File: src/rtl/frs_pkg.sv
// Package: shared types and helpers for the flash reset sequencer.
// Assumes: counter widths are derived from cycle-count parameters >= 1.
package frs_pkg;

    // Which completion interval applies to the current reset
    typedef enum logic {
        DONE_IDLE = 1'b0,
        DONE_BUSY = 1'b1
    } done_sel_e;

    // Bits needed to hold the value maxv (at least one bit)
    function automatic int cnt_bits(input int maxv);
        return (maxv < 2) ? 1 : $clog2(maxv + 1);
    endfunction

endpackage

File: src/rtl/frs_pulse_qual.sv
// Module: qualifies the active-low hardware reset line by its pulse width.
// A reset is accepted on the edge that samples the TRP-th consecutive low
// level. The count saturates, so a long hold is accepted only once.
// Assumes: TRP >= 1, and line_n is already synchronous to clk.
module frs_pulse_qual #(
    parameter int TRP = 4
) (
    input  logic clk,
    input  logic rst_n,
    input  logic line_n,
    output logic accept_now,
    output logic hold_next,
    output logic hold_q,
    output logic abort_q,
    output logic rda_req_q
);
    import frs_pkg::*;

    localparam int              W   = cnt_bits(TRP);
    localparam logic [W-1:0]    LIM = W'(TRP);

    logic [W-1:0] low_cnt;

    assign accept_now = !line_n && (low_cnt == LIM - 1'b1);
    assign hold_next  = accept_now || (hold_q && !line_n);

    // Count consecutive low samples, clear on any high sample, saturate at TRP
    always_ff @(posedge clk) begin
        if (!rst_n) begin
            low_cnt <= '0;
        end else if (line_n) begin
            low_cnt <= '0;
        end else if (low_cnt != LIM) begin
            low_cnt <= low_cnt + 1'b1;
        end
    end

    // Track the held state of an accepted reset
    always_ff @(posedge clk) begin
        if (!rst_n) hold_q <= 1'b0;
        else        hold_q <= hold_next;
    end

    // One-cycle abort and return-to-read-array pulses on acceptance
    always_ff @(posedge clk) begin
        if (!rst_n) begin
            abort_q   <= 1'b0;
            rda_req_q <= 1'b0;
        end else begin
            abort_q   <= accept_now;
            rda_req_q <= accept_now;
        end
    end

endmodule

File: src/rtl/frs_done_timer.sv
// Module: completion timer that drives the registered ready/busy output.
// On acceptance it captures the engine busy flag. That captured flag alone
// selects the terminal count TB or TI. Ready stays low for exactly that many
// cycles, counting from the acceptance edge. A new acceptance restarts it.
// Assumes: TB >= 1 and TI >= 1.
module frs_done_timer #(
    parameter int TB = 12,
    parameter int TI = 5
) (
    input  logic clk,
    input  logic rst_n,
    input  logic accept_now,
    input  logic eng_busy,
    output logic ready_q
);
    import frs_pkg::*;

    localparam int           TMAX  = (TB > TI) ? TB : TI;
    localparam int           W     = cnt_bits(TMAX);
    localparam logic [W-1:0] LIM_B = W'(TB);
    localparam logic [W-1:0] LIM_I = W'(TI);

    done_sel_e    sel_q;
    logic         run_q;
    logic [W-1:0] cnt_q;
    logic [W-1:0] limit;

    // Terminal count chosen from the captured busy flag
    assign limit = (sel_q == DONE_BUSY) ? LIM_B : LIM_I;

    // Capture the busy flag at acceptance only
    always_ff @(posedge clk) begin
        if (!rst_n)          sel_q <= DONE_IDLE;
        else if (accept_now) sel_q <= eng_busy ? DONE_BUSY : DONE_IDLE;
    end

    // Run the interval counter and produce the registered ready output
    always_ff @(posedge clk) begin
        if (!rst_n) begin
            run_q   <= 1'b0;
            cnt_q   <= '0;
            ready_q <= 1'b1;
        end else if (accept_now) begin
            run_q   <= 1'b1;
            cnt_q   <= W'(1);
            ready_q <= 1'b0;
        end else if (run_q) begin
            if (cnt_q == limit) begin
                run_q   <= 1'b0;
                cnt_q   <= '0;
                ready_q <= !eng_busy;
            end else begin
                cnt_q   <= cnt_q + 1'b1;
                ready_q <= 1'b0;
            end
        end else begin
            ready_q <= !eng_busy;
        end
    end

endmodule

File: src/rtl/frs_recovery.sv
// Module: read-recovery counter after an accepted reset is released.
// The counter is loaded with TRH on every edge where the held state is set.
// It then counts down once per edge; reads are allowed again at zero.
// Assumes: TRH >= 0. TRH = 0 selects a variant with no counter.
module frs_recovery #(
    parameter int TRH = 3
) (
    input  logic clk,
    input  logic rst_n,
    input  logic hold_q,
    output logic rec_done
);
    import frs_pkg::*;

    generate
        if (TRH == 0) begin : g_none
            assign rec_done = 1'b1;
        end else begin : g_cnt
            localparam int           W   = cnt_bits(TRH);
            localparam logic [W-1:0] LIM = W'(TRH);
            logic [W-1:0] rec_cnt;

            // Reload while held, count down after release
            always_ff @(posedge clk) begin
                if (!rst_n)               rec_cnt <= '0;
                else if (hold_q)          rec_cnt <= LIM;
                else if (rec_cnt != '0)   rec_cnt <= rec_cnt - 1'b1;
            end

            assign rec_done = (rec_cnt == '0);
        end
    endgenerate

endmodule

File: src/rtl/frs_bus_ctrl.sv
// Module: data bus drive control and read-permitted flag.
// The bus is driven only when both enables are low and no accepted reset is
// held. read_ok combines registered state only, so it has no path from an input.
// Assumes: the strobes are synchronous to clk.
module frs_bus_ctrl (
    input  logic clk,
    input  logic rst_n,
    input  logic oe_n,
    input  logic ce_n,
    input  logic hold_next,
    input  logic hold_q,
    input  logic ready_q,
    input  logic rec_done,
    output logic drive_q,
    output logic read_ok
);

    // Register the bus drive enable
    always_ff @(posedge clk) begin
        if (!rst_n) drive_q <= 1'b0;
        else        drive_q <= !oe_n && !ce_n && !hold_next;
    end

    // Reads need recovery done, ready high and no held reset
    assign read_ok = rec_done && ready_q && !hold_q;

endmodule

File: src/rtl/flash_rst_seq.sv
// Module: top of the flash reset and ready sequencer.
// Connects the pulse qualifier, completion timer, recovery counter and bus
// control. All outputs come from registers or from gates on registers.
// Assumes: all inputs are synchronous to clk; rst_n is a synchronous reset.
module flash_rst_seq #(
    parameter int TRP         = 4,
    parameter int TREADY_BUSY = 12,
    parameter int TREADY_IDLE = 5,
    parameter int TRH         = 3
) (
    input  logic clk,
    input  logic rst_n,
    input  logic flash_reset_n,
    input  logic eng_busy_i,
    input  logic ce_n_i,
    input  logic oe_n_i,
    output logic abort_o,
    output logic read_array_req_o,
    output logic cmd_ignore_o,
    output logic ready_o,
    output logic bus_drive_o,
    output logic read_ok_o
);

    logic accept_now;
    logic hold_next;
    logic hold_q;
    logic rec_done;

    frs_pulse_qual #(.TRP(TRP)) u_qual (
        .clk        (clk),
        .rst_n      (rst_n),
        .line_n     (flash_reset_n),
        .accept_now (accept_now),
        .hold_next  (hold_next),
        .hold_q     (hold_q),
        .abort_q    (abort_o),
        .rda_req_q  (read_array_req_o)
    );

    frs_done_timer #(.TB(TREADY_BUSY), .TI(TREADY_IDLE)) u_done (
        .clk        (clk),
        .rst_n      (rst_n),
        .accept_now (accept_now),
        .eng_busy   (eng_busy_i),
        .ready_q    (ready_o)
    );

    frs_recovery #(.TRH(TRH)) u_rec (
        .clk      (clk),
        .rst_n    (rst_n),
        .hold_q   (hold_q),
        .rec_done (rec_done)
    );

    frs_bus_ctrl u_bus (
        .clk       (clk),
        .rst_n     (rst_n),
        .oe_n      (oe_n_i),
        .ce_n      (ce_n_i),
        .hold_next (hold_next),
        .hold_q    (hold_q),
        .ready_q   (ready_o),
        .rec_done  (rec_done),
        .drive_q   (bus_drive_o),
        .read_ok   (read_ok_o)
    );

    assign cmd_ignore_o = hold_q;

endmodule

File: config.mk
export PLATFORM = sky130hd
export DESIGN_NAME = flash_rst_seq
export DESIGN_NICKNAME = d
export VERILOG_FILES = /design/src/rtl/frs_pkg.sv /design/src/rtl/frs_pulse_qual.sv /design/src/rtl/frs_done_timer.sv /design/src/rtl/frs_recovery.sv /design/src/rtl/frs_bus_ctrl.sv /design/src/rtl/flash_rst_seq.sv
export SDC_FILE = /design/constraint.sdc
export NUM_CORES = 1
export LEC_CHECK = 0
export BUFFER_PORTS_ARGS = -buffer_cell sky130_fd_sc_hd__buf_2
export CAP_MARGIN = 20
export CORE_UTILIZATION = 40
export DETAILED_ROUTE_END_ITERATION = 10
export PLACE_DENSITY = 0.57
export SLEW_MARGIN = 20
export SYNTH_ARGS = -nofsm -noshare
export SYNTH_HDL_FRONTEND = slang
export SYNTH_HIERARCHICAL = 1
export SYNTH_SLANG_ARGS = --single-unit
File: constraint.sdc
create_clock -name clk -period 1.7 [get_ports clk]
set_input_delay 0.085 -clock clk [delete_from_list [all_inputs] [get_ports clk]]
set_output_delay 0.085 -clock clk [all_outputs]
set_load 0.1 [all_outputs]
==> impl_results.md <==
* Status: completed
* Die width at 45.4 microns
* 1st-iter DRT viols at 9
* Clock buffer depth at 2
* Layout cells sized above 1 at 28.1%
* Vias in the first global route at 459
* Post-synthesis xor/xnor area fraction at 2.32%
* Setup bufs post-CTS at 0
* Final Slew Violations at 0
* Diode count at 0
* Startpoint types: register
* WHS at 0.0808 ns
* Fin. Hold Viols at 0
* Register clock-pin slew on the reported worst setup and hold paths at 0.09 ns
* Synth Area in Simple Gates at 23.5%
* Setup ws final at 0.155 ns
* Worst rel slew slack at 67.9%
* Starting Density at 43.2%
* Skew-Pair Late Insertion Delay at 0.28 ns
* Post-synth ARST share at 0%
* Die height at 45.4 microns
* Synthesized net count at 83
* Post-synthesis mux area share at 2.65%
* Hold Crit Class: in -> reg
* Worst endpoint data arrival time at 1.46 ns
* Area leader, netlist: dfxtp_1
* Hold Path Origin: eng_busy_i
* Count of cell types in the netlist at 35
* Combinational family with the most area after synthesis: simple AND/OR/NAND/NOR gates
* TritonRoute pass-1 iters at 4
* Critical path's top delay family: buffers and inverters
* Routed Antenna Nets at 0
* Crit. Startpoint: u_rec/g_cnt.rec_cnt[0]$_SDFFE_PN0P_
* Final period util at 90.9%
* Mean Syn Cell Area at 10.5 sq um
* Critical Path Fanout Max at 3
* Top cells by area, synth: dfxtp_1 (40%), ha_1 (8.3%), o21a_1 (4.0%), inv_1 (3.0%), a21oi_1 (2.7%)
* Nets at 101
* Largest net degree at the start of global routing at 13
* Vias at 564
* Cell row count at 15
* Root buf cell: clkbuf_4
* Cells after Synth at 72
* Peak VDD IR at 0.527 mV
* Post-synthesis instance area at 754 sq um
* Minimum clock period at 1.55 ns
* Clock Skews at 0.00367 ns
* RSZ-0062 raised after global routing: false
* CTS tree: yes
* Post-synth top area share at 39.8%
* Post-place setup slack at 0.274 ns
* I/O Buffers at 11
* Initial antenna violation count at 0
* Crit-path cells: inv_1 > ha_1 > and3b_2 > buf_2
* Final Setup Violations at 0
* Gr usage total at 13.7%
* LEAKAGE at 0.380 nW
* WL per Instance at 10.5 microns
* Cts bufs inserted at 3
* Routability cong. at 0.722
* Largest stage delay, worst path at 0.41 ns
* R2r setup slk at 0.26 ns
* Clock sink total at 15
* First-pass GRT wire length at 1890 microns
* Commonest non-fill, non-tap cell in the layout: dfxtp_1
* Fin Setup TNS at 0 ns
* Pwr Density at 998 nW/um^2
* Compound-gate portion of the synthesized area at 19.4%
* Synth Area in Adders at 8.29%
* Core box area at 1750 sq um
* Vias per cell at 4.95
* WL final at 1200 microns
* Syn-to-layout area delta at 17.7%
* Detail Placement HPWL at 901 microns
* Yosys reg bits at 15
* Crit Path Class: reg -> out
* Most frequent cells in the layout: dfxtp_1 (15), buf_2 (11), inv_1 (6), ha_1 (5)
* Total grt overflow at 0
* Drc violations at 0
* Worst Path Required at 1.62 ns
* Highest clock rate at 0.647 GHz
* Crit end category: output port
* CP bufs+invs at 2
* Fill cell count at 165
* Sequential share of the synthesized area at 39.8%
* Main synth FF type: dfxtp_1
* H-tree levels at 1
* Reg-to-reg startpoint: u_qual/low_cnt[0]$_SDFFE_PP0P_
* Io pins at 12
* Post-synth EDFFs at 0
* Die footprint at 2060 sq um
* Worst slew pin tran at 0.485 ns
* Slowest CP cell: buf_2
* Max-cap violations at 0
* Yosys warnings at 6
synthesized netlist by cell type (2+ instances only):
cell type,number
a21oi_1,4
and2_1,2
and3b_1,2
dfxtp_1,15
ha_1,5
inv_1,6
mux2i_1,2
nand3_1,2
nor2_1,3
nor2b_2,2
o21a_1,4
xnor2_1,2
final cells by class:
class                      instances  area [sq um]  share of cell area [%]
clock buffer                       4          26.3                    2.96
multi-input combinational         50           425                    47.9
inverter                           6          22.5                    2.54
timing repair buffer              14          82.6                    9.30
sequential                        15           300                    33.8
tap                               25          31.3                    3.52
registers in the layout, summed over array words and instances, names as in the netlist:
| name | cells |
|---|---|
| u_bus/drive_q | 1 |
| u_qual/low_cnt | 3 |
| u_done/ready_q | 1 |
| u_done/sel_q | 1 |
| u_qual/hold_q | 1 |
| u_qual/rda_req_q | 1 |
| u_done/run_q | 1 |
| u_rec/g_cnt.rec_cnt | 2 |
| u_done/cnt_q | 4 |
where the power goes:
group | internal [mW] | switching [mW] | leakage (nW)
clock network | 0.0911 | 0.114 | 0.0150
registers | 0.378 | 0.0129 | 0.122
logic | 0.102 | 0.188 | 0.243
total | 0.571 | 0.315 | 0.380
final timing paths:
check                                         to  cells after the start
hold / removal         u_done/sel_q$_SDFFE_PN0P_                      3
hold reg to reg   u_qual/low_cnt[1]$_SDFFE_PP0P_                      2
setup reg to reg    u_done/cnt_q[1]$_SDFFE_PP0P_                      6
setup / recovery                       read_ok_o                      4
metal layers:
| metal | wire [microns] | GRT usage (%) | vias up |
|---|---|---|---|
| li1 | - | - | 289 |
| met1 | 637 | 17.9 | 264 |
| met2 | 520 | 18.0 | 9 |
| met3 | 31 | 4.76 | 2 |
| met4 | 12 | 10.9 | 0 |
| met5 | 0 | 0 | - |
worst reg2reg max path, stage by stage (launching register included):
cell and delay, ns:
dfxtp_1 0.38, ha_1 0.16, ha_1 0.15, nor2b_2 0.19, nor2b_2 0.09, and3_1 0.18, a32o_1 0.20
logic make-up after synthesis:
| group | count (synthesis) |
|---|---|
| simple gates | 22 |
| compound gates | 19 |
| flops | 15 |
| buf+inv | 7 |
| fa+ha+maj | 5 |
| xor+xnor | 2 |
| mux | 2 |
per-stage QoR:
stage	cells	area (sq um)	power [mW]	util, %
after floorplan	72	756	0.647	-
after global placement	108	842	0.684	48.2
after detailed placement	108	842	0.690	48.2
after CTS	114	888	0.905	50.9
after global routing	114	888	0.946	50.9
final	114	888	0.887	50.9
what timing repair did:
item                                   in CTS  in global routing
endpoints found under the hold margin       1                  0
gates resized for setup                     0                  0
hold buffers                                2                  0
No activity file was read; power rests on OpenSTA's default activity.
